$ cat src/rtl/rxd_pkg.sv
// Shared definitions for the descriptor ring receive engine.
// Assumes 32-bit descriptor words and byte-granular stream input.
package rxd_pkg;
    localparam int HOLD_BIT = 31;
    localparam int LIM_W    = 22;
    localparam int CNT_W    = 17;
    localparam int ST_DONE  = 31;
    localparam int ST_SOP   = 30;
    localparam int ST_EOP   = 29;

    typedef enum logic [2:0] {
        ST_IDLE, ST_RDP, ST_CHKP, ST_GETN, ST_GETB, ST_DATA, ST_STAT, ST_POLL
    } rxd_state_e;

    // Builds the write-back status word from its fields.
    function automatic logic [31:0] make_status(logic sop, logic eop, logic [CNT_W-1:0] cnt);
        logic [31:0] s;
        s = '0;
        s[ST_DONE] = 1'b1;
        s[ST_SOP]  = sop;
        s[ST_EOP]  = eop;
        s[CNT_W-1:0] = cnt;
        return s;
    endfunction
endpackage

$ cat src/rtl/rxd_poll_timer.sv
// Holds the programmable poll interval and counts down a wait period.
// Assumes load and run never conflict in a way that matters: load wins.
module rxd_poll_timer #(
    parameter int PW      = 8,
    parameter int DEFAULT = 7
) (
    input  logic          clk,
    input  logic          rst_n,
    input  logic          cfg_wr,
    input  logic [PW-1:0] cfg_val,
    input  logic          load,
    input  logic          run,
    output logic          expired
);
    logic [PW-1:0] ivl;
    logic [PW-1:0] cnt;

    // Interval register, reset to its default.
    always_ff @(posedge clk) begin
        if (!rst_n)      ivl <= PW'(DEFAULT);
        else if (cfg_wr) ivl <= cfg_val;
    end

    // Countdown: loaded on a held descriptor, decremented while waiting.
    always_ff @(posedge clk) begin
        if (!rst_n)                   cnt <= '0;
        else if (load)                cnt <= ivl;
        else if (run && cnt != '0)    cnt <= cnt - 1'b1;
    end

    assign expired = (cnt == '0);

    a_r2_poll_countdown: assert property (@(posedge clk) disable iff (!rst_n)
        (run && !load && cnt != '0) |=> (cnt == $past(cnt) - 1'b1));
    a_r3_load_takes_interval: assert property (@(posedge clk) disable iff (!rst_n)
        load |=> (cnt == $past(ivl)));
endmodule

$ cat src/rtl/rxd_packer.sv
// Packs stream bytes little-endian into 32-bit words and counts them.
// Signals a word flush on a full word, the frame end or the buffer limit.
// Assumes a nonzero limit that fits the count width.
module rxd_packer
    import rxd_pkg::*;
(
    input  logic             clk,
    input  logic             rst_n,
    input  logic             clr,
    input  logic             take,
    input  logic [7:0]       din,
    input  logic             last,
    input  logic [LIM_W-1:0] lim,
    output logic [31:0]      wr_word,
    output logic             flush,
    output logic             done,
    output logic [CNT_W-3:0] word_idx,
    output logic [CNT_W-1:0] count
);
    logic [31:0]      acc;
    logic [CNT_W-1:0] cnt;
    logic [CNT_W-1:0] cnt_next;
    logic [1:0]       lane;
    logic             at_lim;

    // Lane selection and end-of-buffer detection for the byte in flight.
    always_comb begin
        lane     = cnt[1:0];
        cnt_next = cnt + 1'b1;
        at_lim   = (LIM_W'(cnt_next) == lim);
        wr_word  = acc | (32'(din) << {lane, 3'b000});
        flush    = take && (lane == 2'd3 || last || at_lim);
        done     = take && (last || at_lim);
    end

    // Accumulator and byte counter, cleared at each new descriptor.
    always_ff @(posedge clk) begin
        if (!rst_n || clr) begin
            acc <= '0;
            cnt <= '0;
        end else if (take) begin
            cnt <= cnt_next;
            acc <= flush ? 32'h0 : wr_word;
        end
    end

    assign word_idx = cnt[CNT_W-1:2];
    assign count    = cnt;

    a_r6_take_below_limit: assert property (@(posedge clk) disable iff (!rst_n)
        take |-> (LIM_W'(cnt) < lim));
    a_r4_fresh_word_empty: assert property (@(posedge clk) disable iff (!rst_n)
        (take && cnt[1:0] == 2'd0) |-> (acc == 32'h0));
endmodule

$ cat src/rtl/rxd_ring_dma.sv
// Receive engine walking a ring of four-word descriptors in word memory.
// Fetches parameter, next and buffer words, stores stream bytes, writes
// status, follows the next pointer. Held descriptors are re-polled.
// Assumes memory read data arrives one cycle after a read request and
// buffer pointers are word aligned.
module rxd_ring_dma
    import rxd_pkg::*;
#(
    parameter int AW       = 16,
    parameter int PW       = 8,
    parameter int POLL_DEF = 7
) (
    input  logic          clk,
    input  logic          rst_n,
    input  logic          ch_enable,
    input  logic [31:0]   ch_start_addr,
    input  logic          poll_wr,
    input  logic [PW-1:0] poll_val,
    output logic          err_misalign,
    input  logic          in_valid,
    input  logic [7:0]    in_data,
    input  logic          in_last,
    output logic          in_ready,
    output logic          mem_en,
    output logic          mem_we,
    output logic [AW-1:0] mem_addr,
    output logic [31:0]   mem_wdata,
    input  logic [31:0]   mem_rdata
);
    rxd_state_e       state;
    logic [AW-1:0]    cur_w, nxt_w, buf_w;
    logic [LIM_W-1:0] lim;
    logic             cont, eop_q;
    logic             take, pk_flush, pk_done, tmr_exp;
    logic [31:0]      pk_word;
    logic [CNT_W-3:0] pk_idx;
    logic [CNT_W-1:0] pk_count;
    logic             unused_bits;

    assign unused_bits = ^{ch_start_addr[31:AW+2], mem_rdata[30:LIM_W],
                           mem_rdata[1:0]};
    assign take     = (state == ST_DATA) && in_valid;
    assign in_ready = (state == ST_DATA);

    rxd_poll_timer #(.PW(PW), .DEFAULT(POLL_DEF)) u_timer (
        .clk(clk), .rst_n(rst_n), .cfg_wr(poll_wr), .cfg_val(poll_val),
        .load(state == ST_CHKP && mem_rdata[HOLD_BIT]),
        .run(state == ST_POLL), .expired(tmr_exp));

    rxd_packer u_pack (
        .clk(clk), .rst_n(rst_n), .clr(state == ST_GETB), .take(take),
        .din(in_data), .last(in_last), .lim(lim), .wr_word(pk_word),
        .flush(pk_flush), .done(pk_done), .word_idx(pk_idx), .count(pk_count));

    // Main sequencer: start, descriptor fetch, fill, write-back, poll.
    always_ff @(posedge clk) begin
        if (!rst_n) begin
            state <= ST_IDLE;
            cur_w <= '0; nxt_w <= '0; buf_w <= '0; lim <= '0;
            cont <= 1'b0; eop_q <= 1'b0; err_misalign <= 1'b0;
        end else begin
            case (state)
                ST_IDLE: begin
                    if (!ch_enable) err_misalign <= 1'b0;
                    else if (!err_misalign) begin
                        if (ch_start_addr[3:0] == 4'h0) begin
                            cur_w <= ch_start_addr[AW+1:2];
                            cont  <= 1'b0;
                            state <= ST_RDP;
                        end else begin
                            err_misalign <= 1'b1;
                        end
                    end
                end
                ST_RDP:  state <= ch_enable ? ST_CHKP : ST_IDLE;
                ST_CHKP: begin
                    if (mem_rdata[HOLD_BIT]) state <= ST_POLL;
                    else begin
                        lim   <= mem_rdata[LIM_W-1:0];
                        state <= ST_GETN;
                    end
                end
                ST_GETN: begin
                    nxt_w <= mem_rdata[AW+1:2];
                    state <= ST_GETB;
                end
                ST_GETB: begin
                    buf_w <= mem_rdata[AW+1:2];
                    state <= ST_DATA;
                end
                ST_DATA: begin
                    if (pk_done) begin
                        eop_q <= in_last;
                        state <= ST_STAT;
                    end
                end
                ST_STAT: begin
                    cur_w <= nxt_w;
                    cont  <= !eop_q;
                    state <= ST_RDP;
                end
                ST_POLL: if (tmr_exp) state <= ST_RDP;
                default: state <= ST_IDLE;
            endcase
        end
    end

    // Memory port: one access per cycle chosen by the sequencer state.
    always_comb begin
        mem_en    = 1'b0;
        mem_we    = 1'b0;
        mem_addr  = cur_w;
        mem_wdata = '0;
        case (state)
            ST_RDP:  mem_en = ch_enable;
            ST_CHKP: begin
                mem_en   = !mem_rdata[HOLD_BIT];
                mem_addr = cur_w + AW'(1);
            end
            ST_GETN: begin
                mem_en   = 1'b1;
                mem_addr = cur_w + AW'(2);
            end
            ST_DATA: begin
                mem_en    = pk_flush;
                mem_we    = pk_flush;
                mem_addr  = buf_w + AW'(pk_idx);
                mem_wdata = pk_word;
            end
            ST_STAT: begin
                mem_en    = 1'b1;
                mem_we    = 1'b1;
                mem_addr  = cur_w + AW'(3);
                mem_wdata = make_status(!cont, eop_q, pk_count);
            end
            default: ;
        endcase
    end

    a_r2_hold_blocks: assert property (@(posedge clk) disable iff (!rst_n)
        (state == ST_CHKP && mem_rdata[HOLD_BIT]) |=> (state == ST_POLL && !mem_en));
    a_r5_status_after_data: assert property (@(posedge clk) disable iff (!rst_n)
        (state == ST_STAT) |-> $past(mem_en && mem_we));
    a_r9_error_quiet: assert property (@(posedge clk) disable iff (!rst_n)
        err_misalign |-> (!mem_en && !in_ready));
    a_r8_stop_only_when_off: assert property (@(posedge clk) disable iff (!rst_n)
        (state == ST_IDLE && $past(state) == ST_RDP) |-> !$past(ch_enable));
    a_r4_ready_stalls: assert property (@(posedge clk) disable iff (!rst_n)
        (in_ready && !in_valid) |=> in_ready);
endmodule

$ cat config.mk
export PLATFORM = sky130hd
export DESIGN_NAME = rxd_ring_dma
export DESIGN_NICKNAME = d
export VERILOG_FILES = /design/src/rtl/rxd_pkg.sv /design/src/rtl/rxd_poll_timer.sv /design/src/rtl/rxd_packer.sv /design/src/rtl/rxd_ring_dma.sv
export SDC_FILE = /design/constraint.sdc
export NUM_CORES = 1
export LEC_CHECK = 0
export BUFFER_PORTS_ARGS = -buffer_cell sky130_fd_sc_hd__buf_2
export CELL_PAD_IN_SITES_DETAIL_PLACEMENT = 1
export CELL_PAD_IN_SITES_GLOBAL_PLACEMENT = 1
export CORE_MARGIN = 2
export CORE_UTILIZATION = 41
export DETAILED_ROUTE_END_ITERATION = 10
export PLACE_DENSITY_LB_ADDON = 0.1
export SYNTH_ARGS = -nofsm -noshare
export SYNTH_HDL_FRONTEND = slang
export SYNTH_SLANG_ARGS = --single-unit
$ cat constraint.sdc
create_clock -name clk -period 3.8 [get_ports clk]
set_input_delay 0 -clock clk [delete_from_list [all_inputs] [get_ports clk]]
set_output_delay 0 -clock clk [all_outputs]
set_load 0.03 [all_outputs]
==> reports/results.env <==
PRECTSSETUPSLACK_PS=674
HOLD_CLASS='primary input to flop'
FINALSETUPVIOLCOUNT=0
ROUTED_WIRE_LENGTH_PER_INSTANCE_UM=19.0
STDCELL_COUNT=1517
TOTALNEGATIVESETUPSLACK_PS=0
CLOCKROOTBUFFER='clkbuf_16'
FINAL_LAYOUT_SIZE_SUFFIX_GT1_SHARE_PCT=14.9
PLACEMENT.IO_BUFFERS=114
CP_SLOWEST_CELL='dfxtp_1'
FIRST_ITER_VIOLATIONS=372
INTPOWER_mW=2.61
GRTUSAGEMET3_PCT=4.22
SYNTH-EDFF-COUNT=0
CLK_PATH_BUF_DEPTH=2
POSTSYNTHNETCOUNT=1228
RR_WORST_DEPTH=9
DP_HPWL_UM=19700
CTS_NUM_SINKS=141
ANTENNA_DIODES=0
DIE_Y_UM=147
CORE.ROWCOUNT=52
DIE-WIDTH_UM=147
MAX_STAGE_DELAY_PS=510
FLOORPLAN.CORE_AREA_UM2=20100
CTS-BUFFERS-INSERTED=17
RATIO_OF_TOTAL_POWER_TO_CELL_AREA_nW_PER_UM2=341
MAX_CAP_VIOLATIONS=0
WORSTPATHMAXFANOUT=11
GRT_MAX_DEGREE=52
GPL.FINAL_WEIGHTED_CONGESTION=0.848
NUMBER_OF_GLOBAL_ROUTE_VIAS_BEFORE_REPAIR=8548
FIRST_PASS_GRT_WIRE_LENGTH_UM=46500
INITIAL_CORE_UTILIZATION_PCT=41.5
WORST_PATH_CLASS_SETUP='flop to primary output'
TIMING_HOLD_VIOLATIONS_FINAL=0
GRT_SETUP_UNREPAIRED='false'
GLOBALROUTE.TOTALOVERFLOW=0
PORTION_OF_SYNTHESIZED_CELL_AREA_OCCUPIED_BY_THE_LEADING_CELL_TYPE_PCT=33.8
POST_SYNTH_MAIN_AREA_CONTRIBUTORS='dfxtp_1, nand2_1, a21oi_1'
SYNTHDOMINANTAREACELLTYPE='dfxtp_1'
VDD_DROP_MAX_mV=0.296
INITIAL_ANTENNA_VIOLATION_COUNT=0
MET1_USAGE_PCT=36.4
NETSWITCHINGPOWER_mW=0.867
ROUTE.VIAS.TOTAL=8500
WORST-ENDPOINT-ARRIVAL_PS=3470
H-TREE-DEPTH=4
POWER_FRAC_CLOCK_PCT=49.2
ANT_NETS=0
ROUTE.DETAILED.VIAS_PER_INST=5.60
POWER_FRAC_SEQ_PCT=43.4
AREA_GROWTH_SYN_TO_LAYOUT_PCT=22.1
FINISH.NET_COUNT=1342
FINAL_MAX_SLEW_VIOL_COUNT=0
NUMBER_OF_CELLS_TRAVERSED_BY_THE_WORST_HOLD_PATH=3
POSTROUTEWIRELENGTH_UM=28900
POWER.STATIC_LEAKAGE_nW=4.07
POST-CTS-SETUP-BUFFERS=0
CTS_TREE='done'
CLKSLEWWORSTSETUPHOLDPATHS_PS=60
GRT_MAX_USAGE_LAYER='met2'
CP_CELL_SEQUENCE='ha_1, nand2_1, nor4_4, nand3_1, a2111oi_1, nand4_2, o21ai_4, nand2b_1, buf_2'
YS_SEQ_ELEMENTS=141
COMMONEST_CELLS_POST_SYNTH='nand2_1, dfxtp_1, a21oi_1, nor2_1, a21boi_0'
INSERTION_DELAY_PS=430
POWER.SHARE.COMBINATIONAL_PCT=7.3
GRT_USE_MET2_PCT=46.3
SYNTHMOSTINSTANTIATEDCELL='nand2_1'
REMAINING_DRC_ERRORS=0
SYNTH_ASYNC_SR_FLOP_SHARE_PCT=0
FIN_WS_PS=325
POST_SYNTH_INSTANCE_AREA_UM2=8350
PLACE_INST=1427
POST-ROUTE-MIN-PERIOD_PS=3470
CRITICAL_PATH.STARTPOINT_TYPE='flop'
CLOCK_SKEW_AFTER_LAYOUT_PS=12.0
GRT_USE_TOTAL_PCT=27.1
MIN_PERIOD_OVER_PERIOD_PCT=91.4
DESIGN.DIE.AREA_UM2=21500
STATUS='completed'
CP_DATA_REQUIRED_TIME_PS=3800
RELSLEWSLACK_PCT=24.8
NETSWITCHINGFRACTION_PCT=25.0
SYNTH_SEQUENTIAL_AREA_RATIO_PCT=33.8
MAX_FREQ_MHz=288
DRT_PASS1_ITERATIONS=5
YOSYS_WARNINGS=0
CRIT_PATH_END_KIND='primary output'
YS.FLOP_TYPE='dfxtp_1'
NETLIST_INSTANCES=1120
SYNTH_CELL_TYPES=74
SYN-MEAN-INSTANCE-AREA_UM2=7.45
TIMING_WORST_SLEW_PIN_VALUE_PS=1110
IOPINCOUNT=138
[metal layers]
layer  vias to the layer above  routed length (um)  share of wire, %
met5                         -                   0                 0
met4                         0                 256              0.89
met3                        21                 980               3.4
met2                       159               14000                49
met1                      4177               13600                47
li1                       4143                   -                 -
[cells by family (layout without fill, tap and decap cells)]
group,after synthesis,in the layout,share of synthesized area (%)
AO/OA/AOI/OAI,309,309,24.1
XOR/XNOR,50,50,5.25
adder cells (fa/ha/maj),22,22,3.48
buffers and inverters,114,241,5.71
flip-flops,141,141,33.8
multiplexers,15,15,1.80
AND/OR/NAND/NOR,469,469,25.9
[power by group through the flow]
| stage | Sequential, mW | Clock [mW] | Combinational [mW] |
|---|---|---|---|
| 2_1_floorplan | 1.53 | 0 | 0.121 |
| 3_3_place_gp | 1.54 | 0 | 0.200 |
| 3_5_place_dp | 1.54 | 0 | 0.201 |
| 4_1_cts | 1.51 | 1.75 | 0.250 |
| 5_1_grt | 1.51 | 1.81 | 0.273 |
| 6_report | 1.51 | 1.71 | 0.254 |
[layout make-up]
class	count	area [um2]
clock buffer	18	439
clock inverter	14	159
fill	2522	9910
inverter	18	67.6
multi-input combinational	865	5060
sequential	141	2820
tap	270	338
timing repair buffer	191	1310
[worst paths after layout]
path | from | end | slack, ps
max | u_pack.count[0]$_SDFFE_PP0P_ | mem_we | 330
min | poll_wr | u_timer.ivl[3]$_SDFFE_PN0P_ | 40
max reg2reg | u_pack.count[0]$_SDFFE_PP0P_ | u_pack.acc[25]$_SDFFE_PP0P_ | 660
min reg2reg | lim[18]$_SDFFE_PN0P_ | lim[18]$_SDFFE_PN0P_ | 460
[worst max-delay path, delay by kind of cell (launching register included)]
kind	cells	cell delay, ps
flip-flops	1	510
AO/OA/AOI/OAI	2	840
buffers and inverters	1	190
adder cells (fa/ha/maj)	1	380
AND/OR/NAND/NOR	5	1130
[through the flow]
stage	instance area, um2	utilization, %	hold slack, ps	power (mW)
after floorplan	8350	-	128	1.66
after global placement	9010	44.8	218	1.74
after detailed placement	9010	44.8	223	1.74
after CTS	10200	50.7	6.53	3.50
after global routing	10200	50.7	43.7	3.59
final	10200	50.7	43.6	3.47
[flip-flops by register name, indices dropped and copies added (netlist names)]
signal / flops
state: 3
u_pack.count: 17
u_pack.acc: 32
cont: 1
lim: 22
u_timer.cnt: 8
eop_q: 1
nxt_w: 16
err_misalign: 1
u_timer.ivl: 8
cur_w: 16
buf_w: 16
[timing repair]
action                                  CTS  global route
endpoints found under the hold margin   109             0
hold buffers                             58             0
endpoints found under the setup margin    0             1
gates resized for setup                   0             0
[layout by cell type (no fill, tap or decap), types with 5 or more instances in the layout]
master         instances
a21boi_0              62
a21o_1                 7
a21oi_1              101
a22oi_1                5
a31oi_1                8
and2_1                 7
and3_1                 6
buf_2                114
buf_4                 18
clkbuf_16             17
clkinv_4               5
dfxtp_1              141
dlygate4sd3_1         58
ha_1                  20
inv_1                 16
mux2i_1               15
nand2_1              223
nand2b_1               8
nand3_1               36
nand4_1               11
nor2_1                65
nor2b_1               16
nor3_1                54
nor4_1                 8
o211a_1               17
o211ai_1               6
o21ai_0               53
o22ai_1                7
or2_2                  5
or3_1                 10
xnor2_1               33
xor2_1                17
Note: power is estimated with default switching activity, not from simulation.
